--- src/rtl/sdrReadPipePkg.sv ---
package sdrReadPipePkg;
  // Strobes from the control half to the datapath half, one cycle's worth.
  typedef struct packed {
    logic beatLive;  // read beat accepted at this edge
    logic wrLive;    // unmasked write beat at this edge
    logic lat3;      // long latency selected
    logic maskLate;  // read mask, delayed to line up with the output stage
  } pipeCtrlT;
endpackage

--- src/rtl/sdrReadCtrl.sv ---
module sdrReadCtrl
  import sdrReadPipePkg::*;
#(
  parameter int DQM_RD_DELAY = 2
) (
  input  logic     clk,
  input  logic     rst_n,
  input  logic     casLat3,
  input  logic     rdCmd,
  input  logic     rdBeat,
  input  logic     stopCmd,
  input  logic     dqm,
  input  logic     wrBeat,
  output pipeCtrlT ctrl
);
  logic burstOn;
  logic [DQM_RD_DELAY-1:0] dqmSh;

  // A read command always starts a burst; a stop ends it on the same edge.
  always_ff @(posedge clk) begin
    if (!rst_n)        burstOn <= 1'b0;
    else if (rdCmd)    burstOn <= 1'b1;
    else if (stopCmd)  burstOn <= 1'b0;
  end

  always_ff @(posedge clk) begin
    if (!rst_n) dqmSh <= '0;
    else        dqmSh <= {dqmSh[DQM_RD_DELAY-2:0], dqm};
  end

  always_comb begin
    ctrl.beatLive = rdCmd | (rdBeat & burstOn & ~stopCmd);
    ctrl.wrLive   = wrBeat & ~dqm;
    ctrl.lat3     = casLat3;
    ctrl.maskLate = dqmSh[DQM_RD_DELAY-1];
  end
endmodule

--- src/rtl/sdrReadData.sv ---
module sdrReadData
  import sdrReadPipePkg::*;
#(
  parameter int DATA_W = 8,
  parameter int LAT_LO = 2,
  parameter int LAT_HI = 3
) (
  input  logic              clk,
  input  logic              rst_n,
  input  pipeCtrlT          ctrl,
  input  logic [DATA_W-1:0] arrData,
  input  logic [DATA_W-1:0] dqIn,
  output logic [DATA_W-1:0] dqOut,
  output logic              dqOe,
  output logic [DATA_W-1:0] wrData,
  output logic              wrStb
);
  localparam int STAGES = LAT_HI - 1;

  logic              beatQ;
  logic [STAGES:1]   stVld;
  logic [DATA_W-1:0] stDat [STAGES:1];

  // Valid for the beat whose array word arrives during the next cycle.
  always_ff @(posedge clk) begin
    if (!rst_n) beatQ <= 1'b0;
    else        beatQ <= ctrl.beatLive;
  end

  // Stage k is loaded at edge n+k for a beat strobed at edge n.
  for (genvar k = 1; k <= STAGES; k++) begin : gStage
    if (k == 1) begin : gHead
      always_ff @(posedge clk) begin
        if (!rst_n) stVld[1] <= 1'b0;
        else        stVld[1] <= beatQ;
      end
      always_ff @(posedge clk) stDat[1] <= arrData;
    end else begin : gTail
      always_ff @(posedge clk) begin
        if (!rst_n) stVld[k] <= 1'b0;
        else        stVld[k] <= stVld[k-1];
      end
      always_ff @(posedge clk) stDat[k] <= stDat[k-1];
    end
  end

  always_comb begin
    if (ctrl.lat3) begin
      dqOut = stDat[LAT_HI-1];
      dqOe  = stVld[LAT_HI-1] & ~ctrl.maskLate;
    end else begin
      dqOut = stDat[LAT_LO-1];
      dqOe  = stVld[LAT_LO-1] & ~ctrl.maskLate;
    end
  end

  // Write side: mask applies on the very edge the data is taken.
  always_ff @(posedge clk) begin
    if (!rst_n) wrStb <= 1'b0;
    else        wrStb <= ctrl.wrLive;
  end
  always_ff @(posedge clk) wrData <= dqIn;
endmodule

--- src/rtl/sdrReadPipe.sv ---
module sdrReadPipe
  import sdrReadPipePkg::*;
#(
  parameter int DATA_W       = 8,
  parameter int LAT_LO       = 2,
  parameter int LAT_HI       = 3,
  parameter int DQM_RD_DELAY = 2
) (
  input  logic              clk,
  input  logic              rst_n,
  input  logic              casLat3,
  input  logic              rdCmd,
  input  logic              rdBeat,
  input  logic              stopCmd,
  input  logic [DATA_W-1:0] arrData,
  input  logic              dqm,
  input  logic              wrBeat,
  input  logic [DATA_W-1:0] dqIn,
  output logic [DATA_W-1:0] dqOut,
  output logic              dqOe,
  output logic [DATA_W-1:0] wrData,
  output logic              wrStb
);
  pipeCtrlT ctrl;

  sdrReadCtrl #(.DQM_RD_DELAY(DQM_RD_DELAY)) uCtrl (
    .clk(clk), .rst_n(rst_n), .casLat3(casLat3), .rdCmd(rdCmd),
    .rdBeat(rdBeat), .stopCmd(stopCmd), .dqm(dqm), .wrBeat(wrBeat),
    .ctrl(ctrl)
  );

  sdrReadData #(.DATA_W(DATA_W), .LAT_LO(LAT_LO), .LAT_HI(LAT_HI)) uData (
    .clk(clk), .rst_n(rst_n), .ctrl(ctrl), .arrData(arrData), .dqIn(dqIn),
    .dqOut(dqOut), .dqOe(dqOe), .wrData(wrData), .wrStb(wrStb)
  );
endmodule

--- config.mk ---
export PLATFORM = sky130hd
export DESIGN_NAME = sdrReadPipe
export DESIGN_NICKNAME = d
export VERILOG_FILES = /design/src/rtl/sdrReadPipePkg.sv /design/src/rtl/sdrReadCtrl.sv /design/src/rtl/sdrReadData.sv /design/src/rtl/sdrReadPipe.sv
export SDC_FILE = /design/constraint.sdc
export NUM_CORES = 1
export LEC_CHECK = 0
export BUFFER_PORTS_ARGS = -buffer_cell sky130_fd_sc_hd__buf_2
export CORE_UTILIZATION = 40
export CTS_BUF_LIST = sky130_fd_sc_hd__clkbuf_2 sky130_fd_sc_hd__clkbuf_4 sky130_fd_sc_hd__clkbuf_8
export DETAILED_ROUTE_END_ITERATION = 10
export PLACE_DENSITY = 0.78
export SLEW_MARGIN = 25
export SYNTH_ARGS = -nofsm -noshare
export SYNTH_HDL_FRONTEND = slang
export SYNTH_SLANG_ARGS = --single-unit
--- constraint.sdc ---
create_clock -name clk -period 1.3 [get_ports clk]
set_clock_uncertainty 0.05 [all_clocks]
set_input_delay 0.065 -clock clk [delete_from_list [all_inputs] [get_ports clk]]
set_output_delay 0.065 -clock clk [all_outputs]
set_load 0.01 [all_outputs]
==> metrics.md <==
| Metric | Value |
|---|---|
| Status | completed |
| Clock Latency Late Sink | about 0.31 ns |
| Worst-case reg-to-reg path depth | 2 |
| H-Tree Depth | 2 |
| Max_slew headroom | between 80 and 90% |
| Seq/Total Area, Yosys | 74.9% |
| WS Path Type | in -> reg |
| Critical path startpoint | rst_n |
| Via count | roughly 600 |
| Die X | ~48 um |
| TNS Setup | 0 ns |
| Most frequent cells after synthesis | dfxtp_1 (31), mux2_4 (8), and2_1 (5) |
| Internal power | 1.46 mW |
| Async SR Flop Fraction | 0% |
| Initial core utilization | between 40% and 50% |
| EDFF count, synth | 0 |
| Total Die Area | 0.00226 mm2 |
| Total congestion overflow | 0 |
| RSZ-0062 raised after global routing | false |
| RePlAce Congestion | between 0.6 and 0.7 |
| Synthesis Warnings | 0 |
| CTS tree | done |
| Crit path capture | uCtrl.dqmSh[0] |
| Peak supply drop | around 1.2 mV |
| Leak Pwr | approximately 0.65 nW |
| Clock group share of total power | between 30% and 40% |
| Crit Path Max Fanout | 8 |
| Hold Path Class | in -> reg |
| Max-Cap Viols | 0 |
| DRC | 0 |
| CTS clk-pin slew, worst paths | about 0.09 ns |
| Final Hold Fails | 0 |
| Power Density | about 1400 mW/mm2 |
| CTS max path bufs | 2 |
| Cell variety after synth | 10 |
| Routed vias/inst | between 4 and 5 |
| Switching share of power | 19.8% |
| Root Buffer | clkbuf_4 |
| Avg Inst Size Synth | between 15 and 20 um2 |
| Port Buffer Count | roughly 40 |
| DR WL/cell | ~9.6 um |
| Die Y-Extent | 47.5 um |
| Final Core Density | 68.0% |
| Share of layout cells above drive strength 1 | about 47% |
| Slew Viols, Final | 0 |
| Final #Nets | about 140 |
| Fin crit share | 96.5% |
| ANT cells | 0 |
| WP data required | 1.46 ns |
| Share of the synthesized area in the top cell type | between 70% and 80% |
| R2R setup slack | 0.54 ns |
| Worst Path Arrival | around 1.4 ns |
| First-pass GRT wire length | approximately 2.1 mm |
| Worst-Margin Slew | approximately 0.26 ns |
| Most frequently used flop master after synthesis | dfxtp_1 |
| Antenna-violating nets left | 0 |
| Max Fclk | around 800 MHz |
| Startpoint types | primary input |
| Row count | 16 |
| Overall Global Routing Usage | 14.6% |
| DR iter-0 viols | 2 |
| Total CTS buffers | 5 |
| Core area | slightly below 0.002 mm2 |
| CP endpoint kind | flop |
| Antenna violations before repair | 0 |
| Largest net degree at the start of global routing | 10 |
| DP HPWL | slightly below 900 um |
| WL final | approximately 1.4 mm |
| Total power | roughly 1.8 mW |
| Most frequent cell after synthesis | dfxtp_1 |
| Drt pass-1 iters | 2 |
| Clock tree sinks | 31 |
| Ports | between 40 and 50 |
| Syn_nets | 75 |
| Combinational power share | between 10% and 20% |
| #FFs+latches synth | 31 |
| Layout area overhead | 61.0% |
| Final setup vio count | 0 |
| Post-CTS sizing | 0 |
| Syn Inst Count | just over 50 |
| Mapped cell area | roughly 830 um2 |
| Cell taking the most area after synthesis | dfxtp_1 |
| Fin crit period | ~1.3 ns |
| Reg2reg start | uCtrl.burstOn |
| Net Sw Power | roughly 0.36 mW |
| Vias in the first global route | 530 |
| Worst r2r dst | uData.beatQ |
| Synth area leaders | dfxtp_1 (75%), mux2_4 (15%), and2_1 (3.8%), buf_6 (1.4%), mux2i_1 (1.2%) |
| Sequential Power Share | a little under three fifths |
## critical path: stages
cell and delay [ns]:
dlygate4sd3_1 0.62, and2_1 0.19, dlygate4sd3_1 0.54
## logic make-up after synthesis
logic type / Yosys count / synth area share (%)
buf+inv: 1 / 1.36
simple gates: 8 / 6.04
flops: 31 / 74.9
compound gates: 2 / 1.96
mux: 9 / 15.7
## cell type report
type                       instances  area, um2
clock buffer                       8       72.6
fill                             165        628
multi-input combinational         19        196
sequential                        31        621
tap                               27       33.8
timing repair buffer              61        410
## cell usage in the layout, fill, tap and decap left out
cell type | netlist | layout
a22o_1 | 1 | 1
and2_1 | 5 | 5
and3b_1 | 1 | 1
buf_2 | 0 | 40
clkbuf_4 | 0 | 6
clkbuf_8 | 0 | 2
dfxtp_1 | 31 | 31
dlygate4sd3_1 | 0 | 21
mux2_4 | 8 | 8
mux2i_1 | 1 | 1
nor2_1 | 1 | 1
nor2b_1 | 1 | 1
o21a_1 | 1 | 1
## power groups by stage
stage	registers (mW)	logic [mW]	clock network, mW
floorplan	1.04	0.0664	0
CTS	1.02	0.188	0.642
global placement	1.03	0.137	0
global route	1.02	0.205	0.686
finish	1.01	0.186	0.623
detailed placement	1.04	0.140	0
## worst min-delay path by stage
stage / slack, ns / start / to / cells past startpoint
finish: 0.02 / rdBeat / uData.beatQ / 3
global route: 0.01 / stopCmd / uCtrl.burstOn / 3
CTS: 0.005 / rdBeat / uData.beatQ / 3
detailed placement: 0.12 / arrData[0] / uData.stDat[1][0] / 1
global placement: 0.12 / dqIn[1] / uData.wrData[1] / 1
floorplan: 0.04 / arrData[0] / uData.stDat[1][0] / 0
## what timing repair did
| item | CTS | global route |
|---|---|---|
| setup buffers | 0 | 0 |
| endpoints found under the setup margin | 0 | 1 |
| hold buffers | 21 | 0 |
| endpoints found under the hold margin | 23 | 0 |
## stage by stage
stage / instances / setup WS (ns) / cell area, um2 / hold WS (ns)
2_1_floorplan: 51 / 0.579 / 828 / 0.0427
3_3_place_gp: 118 / 0.407 / 1060 / 0.117
3_5_place_dp: 118 / 0.393 / 1060 / 0.119
4_1_cts: 147 / 0.0346 / 1340 / 0.00542
5_1_grt: 146 / 0.0232 / 1330 / 0.0140
6_report: 146 / 0.0458 / 1330 / 0.0179
## flip-flops by register name, summed over array words and instances (netlist names)
register and cells:
uData.stDat 16, uData.wrStb 1, uData.beatQ 1, uCtrl.dqmSh 2, uData.stVld 2, uData.wrData 8, uCtrl.burstOn 1
## routing by layer
layer  vias up  track usage, %  routed length (um)
met5         -               0                   0
met4         0            8.57                  10
met3         2            10.2                 149
li1        300               -                   -
met2        37            24.1                 678
met1       256            13.1                 569
Power figures use the tool's default switching activity.
